<file path="src/rtl/mcc_pkg.sv">
package mcc_pkg;

  localparam int STATE_W = 3;
  localparam int CLASS_W = 3;

  typedef enum logic [STATE_W-1:0] {
    ST_FETCH  = 3'd0,
    ST_DECODE = 3'd1,
    ST_EXEC   = 3'd2,
    ST_MEM    = 3'd3,
    ST_WB     = 3'd4
  } state_e;

  typedef enum logic [CLASS_W-1:0] {
    CL_ALU = 3'd0,
    CL_LD  = 3'd1,
    CL_ST  = 3'd2,
    CL_BR  = 3'd3,
    CL_BAD = 3'd4
  } iclass_e;

  localparam logic [1:0] BSEL_REG = 2'b00;
  localparam logic [1:0] BSEL_FOUR = 2'b01;
  localparam logic [1:0] BSEL_IMM = 2'b10;

  localparam logic [1:0] AOP_ADD = 2'b00;
  localparam logic [1:0] AOP_SUB = 2'b01;
  localparam logic [1:0] AOP_FUNC = 2'b10;

  typedef struct packed {
    logic       addr_sel;
    logic       mrd;
    logic       mwr;
    logic       irld;
    logic       rfwe;
    logic       wsel;
    logic       asel;
    logic [1:0] bsel;
    logic [1:0] aop;
    logic       pcwe;
    logic       pcwc;
    logic       psel;
  } ctrl_t;

  localparam ctrl_t CTRL_IDLE = '0;

endpackage

</file>
<file path="src/rtl/mcc_opdecode.sv">
module mcc_opdecode
  import mcc_pkg::*;
#(
  parameter int         OPC_W  = 7,
  parameter logic [6:0] OPC_ALU = 7'b0110011,
  parameter logic [6:0] OPC_LD  = 7'b0000011,
  parameter logic [6:0] OPC_ST  = 7'b0100011,
  parameter logic [6:0] OPC_BR  = 7'b1100011
) (
  input  logic [OPC_W-1:0] opcode,
  output iclass_e          iclass
);

  always_comb begin
    if (opcode == OPC_W'(OPC_ALU))     iclass = CL_ALU;
    else if (opcode == OPC_W'(OPC_LD)) iclass = CL_LD;
    else if (opcode == OPC_W'(OPC_ST)) iclass = CL_ST;
    else if (opcode == OPC_W'(OPC_BR)) iclass = CL_BR;
    else                               iclass = CL_BAD;
  end

endmodule

</file>
<file path="src/rtl/mcc_sequencer.sv">
module mcc_sequencer
  import mcc_pkg::*;
(
  input  logic    clk,
  input  logic    rst,
  input  iclass_e dec_class,
  output state_e  state_q,
  output state_e  state_d,
  output iclass_e class_q,
  output iclass_e class_d
);

  always_comb begin
    class_d = (state_q == ST_DECODE) ? dec_class : class_q;
  end

  always_comb begin
    state_d = ST_FETCH;
    unique case (state_q)
      ST_FETCH:  state_d = ST_DECODE;
      ST_DECODE: state_d = (dec_class == CL_BAD) ? ST_FETCH : ST_EXEC;
      ST_EXEC:   state_d = (class_q == CL_BR) ? ST_FETCH : ST_MEM;
      ST_MEM:    state_d = (class_q == CL_LD) ? ST_WB : ST_FETCH;
      ST_WB:     state_d = ST_FETCH;
      default:   state_d = ST_FETCH;
    endcase
  end

  always_ff @(posedge clk) begin
    if (rst) begin
      state_q <= ST_FETCH;
      class_q <= CL_BAD;
    end else begin
      state_q <= state_d;
      class_q <= class_d;
    end
  end

  // Sequencing checks
  assert_reset_to_fetch_R1: assert property (@(posedge clk)
    $past(rst) |-> state_q == ST_FETCH);

  assert_fetch_to_decode_R2: assert property (@(posedge clk) disable iff (rst)
    state_q == ST_FETCH |=> state_q == ST_DECODE);

  assert_branch_ends_R4: assert property (@(posedge clk) disable iff (rst)
    (state_q == ST_EXEC && class_q == CL_BR) |=> state_q == ST_FETCH);

  assert_load_writeback_R7: assert property (@(posedge clk) disable iff (rst)
    (state_q == ST_MEM && class_q == CL_LD) |=> state_q == ST_WB);

  assert_bad_opcode_exit_R8: assert property (@(posedge clk) disable iff (rst)
    (state_q == ST_DECODE && dec_class == CL_BAD) |=> state_q == ST_FETCH);

  assert_class_held_R9: assert property (@(posedge clk) disable iff (rst)
    (state_q == ST_EXEC || state_q == ST_MEM) |=> $stable(class_q));

endmodule

</file>
<file path="src/rtl/mcc_outdec.sv">
module mcc_outdec
  import mcc_pkg::*;
(
  input  logic    clk,
  input  logic    rst,
  input  state_e  state_d,
  input  iclass_e class_d,
  input  state_e  state_q,
  output ctrl_t   ctrl_q
);

  function automatic ctrl_t ctrl_for(state_e st, iclass_e cl);
    ctrl_t c;
    c = CTRL_IDLE;
    unique case (st)
      ST_FETCH: begin
        c.mrd  = 1'b1;
        c.irld = 1'b1;
        c.bsel = BSEL_FOUR;
        c.aop  = AOP_ADD;
        c.pcwe = 1'b1;
      end
      ST_DECODE: begin
        c.bsel = BSEL_IMM;
        c.aop  = AOP_ADD;
      end
      ST_EXEC: begin
        c.asel = 1'b1;
        unique case (cl)
          CL_ALU: begin
            c.bsel = BSEL_REG;
            c.aop  = AOP_FUNC;
          end
          CL_BR: begin
            c.bsel = BSEL_REG;
            c.aop  = AOP_SUB;
            c.pcwc = 1'b1;
            c.psel = 1'b1;
          end
          CL_LD, CL_ST: begin
            c.bsel = BSEL_IMM;
            c.aop  = AOP_ADD;
          end
          default: c.asel = 1'b0;
        endcase
      end
      ST_MEM: begin
        unique case (cl)
          CL_LD: begin
            c.addr_sel = 1'b1;
            c.mrd      = 1'b1;
          end
          CL_ST: begin
            c.addr_sel = 1'b1;
            c.mwr      = 1'b1;
          end
          CL_ALU: begin
            c.rfwe = 1'b1;
            c.wsel = 1'b0;
          end
          default: c = CTRL_IDLE;
        endcase
      end
      ST_WB: begin
        c.rfwe = 1'b1;
        c.wsel = 1'b1;
      end
      default: c = CTRL_IDLE;
    endcase
    return c;
  endfunction

  always_ff @(posedge clk) begin
    if (rst) ctrl_q <= ctrl_for(ST_FETCH, CL_BAD);
    else     ctrl_q <= ctrl_for(state_d, class_d);
  end

  // Output checks against the sequencer state
  assert_mem_exclusive_R10: assert property (@(posedge clk) disable iff (rst)
    !(ctrl_q.mrd && ctrl_q.mwr));

  assert_rf_mem_exclusive_R10: assert property (@(posedge clk) disable iff (rst)
    !(ctrl_q.rfwe && (ctrl_q.mrd || ctrl_q.mwr)));

  assert_fetch_strobes_R2: assert property (@(posedge clk) disable iff (rst)
    state_q == ST_FETCH |-> (ctrl_q.irld && ctrl_q.pcwe && ctrl_q.mrd));

  assert_decode_quiet_R3: assert property (@(posedge clk) disable iff (rst)
    state_q == ST_DECODE |-> !(ctrl_q.mrd || ctrl_q.mwr || ctrl_q.rfwe ||
                               ctrl_q.irld || ctrl_q.pcwe || ctrl_q.pcwc));

  assert_cond_pc_exec_R4: assert property (@(posedge clk) disable iff (rst)
    ctrl_q.pcwc |-> state_q == ST_EXEC);

endmodule

</file>
<file path="src/rtl/mc_main_ctrl.sv">
module mc_main_ctrl
  import mcc_pkg::*;
#(
  parameter int         OPC_W   = 7,
  parameter logic [6:0] OPC_ALU = 7'b0110011,
  parameter logic [6:0] OPC_LD  = 7'b0000011,
  parameter logic [6:0] OPC_ST  = 7'b0100011,
  parameter logic [6:0] OPC_BR  = 7'b1100011
) (
  input  logic             clk,
  input  logic             rst,
  input  logic [OPC_W-1:0] opcode_i,
  output logic [2:0]       state_o,
  output logic             mem_addr_sel,
  output logic             mem_rd,
  output logic             mem_wr,
  output logic             ir_load,
  output logic             rf_we,
  output logic             rf_wdata_sel,
  output logic             alu_a_sel,
  output logic [1:0]       alu_b_sel,
  output logic [1:0]       alu_op,
  output logic             pc_we,
  output logic             pc_we_cond,
  output logic             pc_src_sel
);

  iclass_e dec_class;
  iclass_e class_q;
  iclass_e class_d;
  state_e  state_q;
  state_e  state_d;
  ctrl_t   ctrl_q;

  mcc_opdecode #(
    .OPC_W  (OPC_W),
    .OPC_ALU(OPC_ALU),
    .OPC_LD (OPC_LD),
    .OPC_ST (OPC_ST),
    .OPC_BR (OPC_BR)
  ) u_dec (
    .opcode(opcode_i),
    .iclass(dec_class)
  );

  mcc_sequencer u_seq (
    .clk      (clk),
    .rst      (rst),
    .dec_class(dec_class),
    .state_q  (state_q),
    .state_d  (state_d),
    .class_q  (class_q),
    .class_d  (class_d)
  );

  mcc_outdec u_out (
    .clk    (clk),
    .rst    (rst),
    .state_d(state_d),
    .class_d(class_d),
    .state_q(state_q),
    .ctrl_q (ctrl_q)
  );

  assign state_o      = state_q;
  assign mem_addr_sel = ctrl_q.addr_sel;
  assign mem_rd       = ctrl_q.mrd;
  assign mem_wr       = ctrl_q.mwr;
  assign ir_load      = ctrl_q.irld;
  assign rf_we        = ctrl_q.rfwe;
  assign rf_wdata_sel = ctrl_q.wsel;
  assign alu_a_sel    = ctrl_q.asel;
  assign alu_b_sel    = ctrl_q.bsel;
  assign alu_op       = ctrl_q.aop;
  assign pc_we        = ctrl_q.pcwe;
  assign pc_we_cond   = ctrl_q.pcwc;
  assign pc_src_sel   = ctrl_q.psel;

endmodule

</file>
<file path="config.mk">
export PLATFORM = sky130hd
export DESIGN_NAME = mc_main_ctrl
export DESIGN_NICKNAME = d
export VERILOG_FILES = /design/src/rtl/mcc_pkg.sv /design/src/rtl/mcc_opdecode.sv /design/src/rtl/mcc_sequencer.sv /design/src/rtl/mcc_outdec.sv /design/src/rtl/mc_main_ctrl.sv
export SDC_FILE = /design/constraint.sdc
export NUM_CORES = 1
export LEC_CHECK = 0
export BUFFER_PORTS_ARGS = -buffer_cell sky130_fd_sc_hd__buf_2
export CORE_ASPECT_RATIO = 1.25
export CORE_MARGIN = 2
export CORE_UTILIZATION = 30
export CTS_CLUSTER_SIZE = 25
export DETAILED_ROUTE_END_ITERATION = 10
export PLACE_DENSITY_LB_ADDON = 0.05
export SYNTH_ARGS = -nofsm -noshare
export SYNTH_HDL_FRONTEND = slang
export SYNTH_HIERARCHICAL = 1
export SYNTH_SLANG_ARGS = --single-unit
</file>
<file path="constraint.sdc">
create_clock -name clk -period 3.1 [get_ports clk]
set_clock_uncertainty 0.15 [all_clocks]
set_input_delay 0.465 -clock clk [delete_from_list [all_inputs] [get_ports clk]]
set_output_delay 0.465 -clock clk [all_outputs]
set_load 0.05 [all_outputs]
</file>
==> flow_summary.yaml, run 1 <==
worst_setup_path:
  r2r_slack_ns: 0.95
  worstPathRequired_ns: 3.17
  cp_slowest_stage_delay_ns: 0.45
  cp_slowest_cell: "or4_1"
  critPathMaxFanout: 5
  crit_top_cell: "nor3b_4"
  crit_path_start_kind: "primary input"
  reg2regPathDepth: 5
  crit_path_end_kind: "flip-flop"
  reg2reg_from: "u_seq/state_q[0]"
  cp_num_buf_inv: 2
  path_cells: "buf_2 -> inv_1 -> maj3_2 -> or4_1 -> or3b_2 -> a32o_1 -> nor3b_4 -> nor3b_4 -> nor3b_2"
  critical_path_arrival_ns: 2.45
  worstSetupPathDepth: 9
  critical_path_class: "primary input to flip-flop"
  reg2reg_to: "u_out/ctrl_q[4]"
  cpLargestDelayFamily: "simple AND/OR/NAND/NOR gates"
routing:
  routed-via-count: 636
  wl_mm: 1.543
  firstDrtPassIters: 4
  drc_errors: 0
  dr.first_iter.drc_count: 15
  antenna_left: 0
  vias_per_cell: 4.711
  wire_per_inst_um: 11.43
die:
  initial_utilization_pct: 32.32
  die_h_um: 61.77
  rows: 20
  pin_count: 26
  die-area_sq_um: 3101
  dieWidth_um: 50.21
  coreArea_sq_um: 2477
clocking:
  cts-resized-gates: 0
  insertion_delay_ns: 0.28
  postCtsSetupBuffers: 0
  clockBufferDepth: 2
  clk_pin_slew_ns: 0.10
  cts_root_buf: "clkbuf_4"
  cts_tree: "yes"
  htreeDepth: 1
  cts_buffers: 3
  hold_buffers: 0
  clkSinkCount: 17
sta:
  hold_slack_ns: 0.3891
  worst_pin_slew_ns: 0.6666
  fin_crit_sh_pct: 76.84
  period_minus_slack_ns: 2.382
  setup_viol: 0
  slew_viol_final: 0
  hold_viol: 0
  fin_setup_tns_ns: 0
  grt_setup_unrepaired: "false"
  timing.fmax_mhz: 419.8
  worst_slew_margin_rel_pct: 55.22
global_routing:
  grt_pass1_wl_mm: 2.484
  antenna_found_initial: 0
  gr-total-overflow: 0
  grt_pass1_vias: 580
  grt_usage_pct: 10.90
  grt_max_degree: 16
power:
  p_leak_nw: 0.4278
  comb_power_share_pct: 15.3
  ir_drop_mv: 0.1401
  seq_power_share_pct: 56.1
  power.density_nw_per_um2: 412.6
  switching_share_pct: 26.82
  p_clk_share_pct: 28.6
  p_switching_mw: 0.1079
  intPower_mw: 0.2943
finish:
  stdcell_area_sq_um: 974.7
  postLayoutCoreUtil_pct: 39.34
  fin_nets: 112
  antenna_cells: 0
  drive_above_1_share_pct: 40.20
  area_delta_synth_final_pct: 21.72
  layout_common_cells: "buf_2 (25), dfxtp_1 (17), nor3_1 (5), nor2_1 (4), nand2b_1 (4)"
  layout_commonest_cell: "buf_2"
  stdcell_count: 135
yosys:
  postSynthAreaPerCell_sq_um: 10.54
  synth.net_count: 85
  synth.cell_area_sq_um: 800.8
  seq_area_frac_synth_pct: 42.50
  synth_cell_types: 34
  syn_inst: 76
  yosysWarnings: 6
  synth_seq_cells: 17
place:
  routabilityCongestion: 0.7403
  dp.cells: 131
  portBuffers: 25
  placed_cell_area_sq_um: 948.4
  place.detailed.hpwl_mm: 1.192
min_path:
  hold_start: "u_seq/class_q[0]"
  hp-class: "flip-flop to flip-flop"
  hold_depth: 2
  hold_path_end: "u_seq/class_q[0]"
run:
  drv_cap: 0
run_status:
  status: "finished, final reports clean"
power groups by stage:
stage	Clock, mW	Combinational, mW	Sequential (mW)
6_report	0.115	0.0614	0.226
5_1_grt	0.130	0.0658	0.226
4_1_cts	0.123	0.0619	0.226
3_5_place_dp	0	0.0619	0.231
3_3_place_gp	0	0.0620	0.231
2_1_floorplan	0	0.0322	0.245
synth_stat cells:
| master | number | area (sq um) |
|---|---|---|
| dfxtp_1 | 17 | 340.3 |
| nor3_1 | 5 | 25.02 |
| nand2b_1 | 4 | 25.02 |
| nor2_1 | 4 | 15.01 |
| buf_4 | 3 | 22.52 |
| mux2_2 | 3 | 33.78 |
| mux2i_1 | 3 | 30.03 |
| nand3b_1 | 3 | 22.52 |
| nor3b_4 | 3 | 56.30 |
| nor4_1 | 3 | 18.77 |
| a32o_1 | 2 | 20.02 |
| inv_1 | 2 | 7.510 |
| nor2b_1 | 2 | 12.51 |
| nor4b_1 | 2 | 17.52 |
| a31oi_1 | 1 | 6.260 |
| a41o_1 | 1 | 10.01 |
| and2_1 | 1 | 6.260 |
| and2_2 | 1 | 7.510 |
| and2b_1 | 1 | 7.510 |
| and3_1 | 1 | 6.260 |
| and3_2 | 1 | 7.510 |
| and4b_1 | 1 | 10.01 |
| clkbuf_1 | 1 | 3.750 |
| maj3_2 | 1 | 11.26 |
| nand2_1 | 1 | 3.750 |
| nor3b_2 | 1 | 12.51 |
| o21bai_1 | 1 | 7.510 |
| or2_1 | 1 | 6.260 |
| or2_2 | 1 | 6.260 |
| or2b_1 | 1 | 7.510 |
| or3b_2 | 1 | 8.760 |
| or4_1 | 1 | 7.510 |
| xnor2_1 | 1 | 8.760 |
| xor2_1 | 1 | 8.760 |
how the worst max path moves through the flow:
stage               slack [ns]        start              end
global route              0.52  opcode_i[5]  u_out/ctrl_q[4]
floorplan                 0.71  opcode_i[5]  u_out/ctrl_q[1]
global placement          0.46  opcode_i[5]  u_out/ctrl_q[4]
detailed placement        0.43  opcode_i[5]  u_out/ctrl_q[4]
finish                    0.72  opcode_i[5]  u_out/ctrl_q[4]
CTS                       0.73  opcode_i[5]  u_out/ctrl_q[4]
state kept, by name, indices dropped and copies added (netlist names):
signal and count:
u_out/ctrl_q 11, u_seq/class_q 3, u_seq/state_q 3
cell type report:
type                    instances  area (sq um)
inverters                       2         7.507
well taps                      33         41.29
multi-input cells              53         426.7
fillers                       254          1503
clock buffers                   4         26.28
repair buffers                 26         132.6
flip-flops and latches         17         340.3
metrics by stage:
step	total power, mW	setup slack (ns)
floorplan	0.2772	0.7097
global placement	0.2926	0.4640
global route	0.4220	0.5223
detailed placement	0.2927	0.4275
CTS	0.4103	0.7272
finish	0.4021	0.7178
kinds of logic after synthesis:
group           Yosys count  share of synthesized area [%]
xor+xnor                  2                          2.188
flops                    17                          42.50
compound gates            5                          5.470
fa+ha+maj                 1                          1.406
mux                       6                          7.969
simple gates             39                          36.25
buf+inv                   6                          4.218
metal layers:
metal | global-route usage (%) | up-vias | wire [um]
met3 | 2.153 | 2 | 60
met2 | 19.17 | 15 | 758
met4 | 5.952 | 0 | 18
li1 | - | 326 | -
met5 | 0 | - | 0
met1 | 12.61 | 293 | 706
worst min-delay path, cell delays in order (launching register included):
cell,delay [ns]
dfxtp_1,0.36
nand2b_1,0.08
mux2i_1,0.05
(Power assumes the default switching activity.)
==> run 2, diff against run 1 <==
- ABC_AREA: unset -> 1
- clock period: 3.1 -> 2.3 ns (I/O delays scaled with it)
==> run 2 against run 1 <==
- setup slack better by 0.026 ns
- area after synthesis fell by 1.6%
- combinational power up 76%
- sequential share of layout area rose by 0.59 points
- global-route usage grew 0.26 points
- power rose by 44%
- critical endpoint is now u_out/ctrl_q[6]
==> flow_summary.yaml, run 2 <==
sta:
  worst_pin_slew_ns: 0.2967
  grt_setup_unrepaired: "false"
  slew_viol_final: 0
  fin_crit_sh_pct: 67.68
  setup_viol: 0
  timing.fmax_mhz: 642.4
  fin_ws_ns: 0.7435
  period_minus_slack_ns: 1.557
  fin_setup_tns_ns: 0
  hold_slack_ns: 0.1799
  hold_viol: 0
  worst_slew_margin_rel_pct: 80.07
yosys:
  synth_top_area_share_pct: 43.17
  seq_area_frac_synth_pct: 43.17
  synth_edf_count: 0
  synth.cell_area_sq_um: 788.3
  synth.net_count: 115
  yosys.area.top_type: "dfxtp_1"
  synth_cell_types: 20
  postSynthAreaPerCell_sq_um: 7.436
  yosys-top-cells-area: "dfxtp_1 (43%), nand2_1 (9.0%), inv_1 (8.6%)"
  synth_common_cells: "nand2_1 (19), inv_1 (18), dfxtp_1 (17), nor2_1 (13), nand3_1 (9)"
  yosysWarnings: 6
  syn_inst: 106
  synth_most_common_cell: "nand2_1"
  synth_seq_cells: 17
  ys.flop_type: "dfxtp_1"
  async_flop_share_pct: 0
global_routing:
  antenna_found_initial: 0
  grt_pass1_wl_mm: 2.566
  grt_usage_pct: 11.16
  grt_pass1_vias: 668
  gr-total-overflow: 0
  grt_max_degree: 10
routing:
  wl_mm: 1.530
  dr.first_iter.drc_count: 18
  drc_errors: 0
  firstDrtPassIters: 5
  routed-via-count: 695
  wire_per_inst_um: 9.273
  antenna_left: 0
  vias_per_cell: 4.212
finish:
  stdcell_area_sq_um: 958.4
  area_delta_synth_final_pct: 21.59
  top_register: "u_out/ctrl_q"
  largest_reg_flops: 11
  antenna_cells: 0
  fillers: 279
  layout_commonest_cell: "buf_2"
  top_regs: "u_out/ctrl_q: 11 flops, u_seq/class_q: 3 flops, u_seq/state_q: 3 flops"
  drive_above_1_share_pct: 35.61
  fin_nets: 142
  layout_common_cells: "buf_2 (25), nand2_1 (19), inv_1 (18), dfxtp_1 (17), nor2_1 (13)"
clocking:
  clk_pin_slew_ns: 0.10
  htreeDepth: 1
  cts_buffers: 3
  cts-resized-gates: 0
  clkSinkCount: 17
  insertion_delay_ns: 0.28
  cts_tree: "yes"
  postCtsSetupBuffers: 0
  clockBufferDepth: 2
  hold_buffers: 0
  cts_root_buf: "clkbuf_4"
place:
  place_ws_ns: 0.6161
  placed_cell_area_sq_um: 932.1
  place.detailed.hpwl_mm: 1.253
  portBuffers: 25
  routabilityCongestion: 0.7891
power:
  p_switching_mw: 0.1782
  intPower_mw: 0.4000
  ir_drop_mv: 0.2272
  p_clk_share_pct: 27.8
  seq_power_share_pct: 53.6
  power.density_nw_per_um2: 603.3
  switching_share_pct: 30.82
  p_leak_nw: 0.5006
  comb_power_share_pct: 18.6
min_path:
  hold_depth: 2
  hp-class: "primary input to flip-flop"
  hold_start: "rst"
  hold_path_end: "u_out/ctrl_q[6]"
die:
  dieWidth_um: 49.85
  coreArea_sq_um: 2477
  die-area_sq_um: 3056
  pin_count: 26
  rows: 20
  initial_utilization_pct: 31.82
  die_h_um: 61.31
run_status:
  status: "finished, final reports clean"
worst_setup_path:
  critPathMaxFanout: 5
  crit_path_start_kind: "flip-flop"
  worstPathRequired_ns: 2.38
  critical_path_class: "flip-flop to flip-flop"
  crit_path_end_kind: "flip-flop"
  reg2reg_to: "u_out/ctrl_q[6]"
  reg2regPathDepth: 10
  critical_path_arrival_ns: 1.63
  r2r_slack_ns: 0.74
  setup.worst_path.start: "u_seq/state_q[1]"
  reg2reg_from: "u_seq/state_q[1]"
run:
  drv_cap: 0
## run 2: changes by cell type after synthesis, moves of 4 or more
cell | previous run | this run
nand2_1 | 1 | 19
inv_1 | 2 | 18
nand3_1 | 0 | 9
nor2_1 | 4 | 13
nand2_2 | 0 | 6
nand2b_1 | 4 | 0
nor3_1 | 5 | 1
## run 2: power by group through the flow
stage | sequential, mW | clock [mW] | combinational (mW)
finish | 0.310 | 0.161 | 0.108
global route | 0.311 | 0.184 | 0.118
CTS | 0.310 | 0.170 | 0.108
detailed placement | 0.317 | 0 | 0.108
global placement | 0.317 | 0 | 0.108
floorplan | 0.336 | 0 | 0.0636
## run 2: stage by stage
stage,util (%),instances,total power [mW]
after floorplan,-,106,0.3997
after global placement,37.63,161,0.4243
after detailed placement,37.63,161,0.4245
after CTS,38.69,165,0.5885
after global routing,38.69,165,0.6131
final,38.69,165,0.5782
## run 2: kinds of logic (layout without fill, tap and decap cells)
| family | Yosys count | after routing | share of synthesized area [%] |
|---|---|---|---|
| AND/OR/NAND/NOR | 58 | 58 | 37.14 |
| flip-flops | 17 | 17 | 43.18 |
| buffers and inverters | 23 | 49 | 12.38 |
| AO/OA/AOI/OAI | 8 | 8 | 7.302 |
## run 2: critical path: stages (launching register included)
cell and delay [ns]:
dfxtp_1 0.42, inv_1 0.08, nand3_2 0.12, nand2_1 0.07, o21ai_1 0.11, inv_1 0.13
nor2_4 0.12, nand2_1 0.07, nand2_2 0.08, nand2_2 0.05, a21oi_2 0.11
## run 2: worst max-delay path by stage
stage                       to  depth (start not counted)
5_1_grt        u_out/ctrl_q[6]                         10
3_3_place_gp   u_out/ctrl_q[4]                         12
4_1_cts        u_out/ctrl_q[6]                         10
2_1_floorplan  u_out/ctrl_q[6]                         10
3_5_place_dp   u_out/ctrl_q[4]                         12
6_report       u_out/ctrl_q[6]                         10
## run 2: per-layer routing
layer / track usage (%) / vias up / wire [um]
li1: - / 377 / -
met1: 11.51 / 300 / 640
met3: 1.456 / 2 / 60
met2: 21.33 / 16 / 807
met5: 0 / - / 0
met4: 7.540 / 0 / 21
## run 2: cell type report
class                      count  area, sq um  share of cell area (%)
clock buffer                   4        26.28                   2.742
inverter                      20        75.07                   7.833
multi-input combinational     66        350.3                   36.55
sequential                    17        340.3                   35.51
tap                           33        41.29                   4.308
timing repair buffer          25        125.1                   13.05
==> run 3, diff against run 2 <==
- clock period: 2.3 -> 1.6 ns (I/O delays scaled with it)
==> run 3 against run 2 <==
- wire length grew 0.13%
- clock power increased by 45%
- setup slack lost 0.63 ns
- critical path depth is 1 lower
- worst hold slack got worse by 0.12 ns
- design area rose by 3.1%
- sequential share of layout area is 0.70 points lower
- largest cell class unchanged
- highest routed layer unchanged
==> flow_summary.yaml, run 3 (synthesis results as in run 2) <==
run_status:
  status: "finished, final reports clean"
sta:
  worst_slew_margin_rel_pct: 81.09
  fin_ws_ns: 0.1116
  worst_pin_slew_ns: 0.2815
  period_minus_slack_ns: 1.488
  fin_crit_sh_pct: 93.03
  timing.fmax_mhz: 671.8
  fin_setup_tns_ns: 0
  hold_viol: 0
  setup_viol: 0
  slew_viol_final: 0
  grt_setup_unrepaired: "false"
die:
  dieWidth_um: 49.85
  initial_utilization_pct: 31.82
  die_h_um: 61.31
  coreArea_sq_um: 2477
  pin_count: 26
  rows: 20
  die-area_sq_um: 3056
place:
  dp.cells: 161
  portBuffers: 25
  place.detailed.hpwl_mm: 1.266
  routabilityCongestion: 0.7936
  place_ws_ns: -0.002583
global_routing:
  gr-usage-met3_pct: 2.427
  grt_max_degree: 11
  gr-total-overflow: 0
  met2_usage_pct: 21.52
  grt_pass1_vias: 660
  grt_pass1_wl_mm: 2.559
  antenna_found_initial: 0
  grt_busiest_layer: "met2"
  grt.met1_usage_pct: 11.06
  grt_usage_pct: 11.63
routing:
  antenna_left: 0
  wl_mm: 1.532
  vias_per_cell: 4.343
  wire_per_inst_um: 9.229
  firstDrtPassIters: 4
  routed-via-count: 721
  dr.first_iter.drc_count: 6
  drc_errors: 0
worst_setup_path:
  worstPathRequired_ns: 1.69
  crit_path_end_kind: "flip-flop"
  crit_path_start_kind: "flip-flop"
  critPathMaxFanout: 5
  critical_path_arrival_ns: 1.57
  cp_slowest_cell: "dfxtp_2"
  critical_path_class: "flip-flop to flip-flop"
  path_cells: "inv_1 -> nand3_4 -> o21ai_2 -> inv_1 -> nor2_4 -> nand2_1 -> nand2_2 -> nand2_2 -> a21oi_2"
  cp_slowest_stage_delay_ns: 0.34
finish:
  drive_above_1_share_pct: 41.35
  largest_reg_flops: 11
  multi_input_area_sq_um: 367.9
  regArea_sq_um: 344.1
  top_regs: "u_out/ctrl_q: 11 flops, u_seq/class_q: 3 flops, u_seq/state_q: 3 flops"
  stdcell_count: 166
  fillers: 276
  fin_nets: 143
  layout_common_cells: "buf_2 (25), inv_1 (18), nand2_1 (18), dfxtp_1 (14), nor2_1 (13)"
  layout_commonest_cell: "buf_2"
  area_delta_synth_final_pct: 25.40
  top_register: "u_out/ctrl_q"
  antenna_cells: 0
clocking:
  cts_root_buf: "clkbuf_4"
  insertion_delay_ns: 0.29
  cts_tree: "yes"
  hold_buffers: 0
  clkSinkCount: 17
  cts_buffers: 3
  htreeDepth: 1
  clockBufferDepth: 2
  clk_pin_slew_ns: 0.10
power:
  seq_power_share_pct: 52.9
  p_total_mw: 0.8430
  comb_power_share_pct: 19.5
  switching_share_pct: 31.44
  p_leak_nw: 0.5117
  intPower_mw: 0.5780
  ir_drop_mv: 0.2459
  p_switching_mw: 0.2650
  p_clk_share_pct: 27.6
  power.density_nw_per_um2: 852.9
run:
  drv_cap: 0
min_path:
  hp-class: "primary input to flip-flop"
==> run 3: worst paths after layout <==
check              startpoint          endpoint  slack [ns]  depth (start not counted)
max          u_seq/state_q[2]   u_out/ctrl_q[6]        0.11                          9
min                       rst   u_out/ctrl_q[6]        0.06                          2
max reg2reg  u_seq/state_q[2]   u_out/ctrl_q[6]        0.11                          9
min reg2reg  u_seq/class_q[0]  u_seq/state_q[2]        0.36                          2
==> run 3: power groups by stage <==
stage | Sequential [mW] | Clock, mW | Combinational [mW]
after floorplan | 0.484 | 0 | 0.0915
after global placement | 0.455 | 0 | 0.156
after detailed placement | 0.455 | 0 | 0.156
after CTS | 0.446 | 0.246 | 0.156
after global routing | 0.448 | 0.266 | 0.182
final | 0.446 | 0.233 | 0.164
==> run 3: worst max-delay path: cells and delay by family (launching register included) <==
| family | cells | cell delay [ns] |
|---|---|---|
| simple gates | 5 | 0.44 |
| flops | 1 | 0.34 |
| compound gates | 2 | 0.27 |
| buf+inv | 2 | 0.24 |
==> run 3: cell type report <==
cell class | count | area share [%]
timing repair buffer | 26 | 13.42
clock buffer | 3 | 2.278
inverter | 20 | 7.595
multi-input combinational | 66 | 37.22
clock inverter | 1 | 0.5063
tap | 33 | 4.177
sequential | 17 | 34.81
==> run 3: routing by layer <==
metal  part of all wire, %  wire [um]
met5                     0          0
met4                   2.7         42
met2                    54        823
met3                   3.9         60
met1                    40        606
==> run 3: per-stage QoR <==
stage | hold WS (ns) | util (%) | cell area, sq um
final | 0.05995 | 39.90 | 988.4
after floorplan | 0.1451 | - | 792.0
after global placement | 0.3399 | 37.78 | 935.9
after global routing | 0.06979 | 39.90 | 988.4
after CTS | 0.06222 | 38.89 | 963.4
after detailed placement | 0.3414 | 37.78 | 935.9
==> run 3: repair_timing <==
| action | CTS | global route |
|---|---|---|
| resized for setup | 0 | 5 |
| endpoints found under the setup margin | 0 | 9 |
| setup buffers | 0 | 1 |
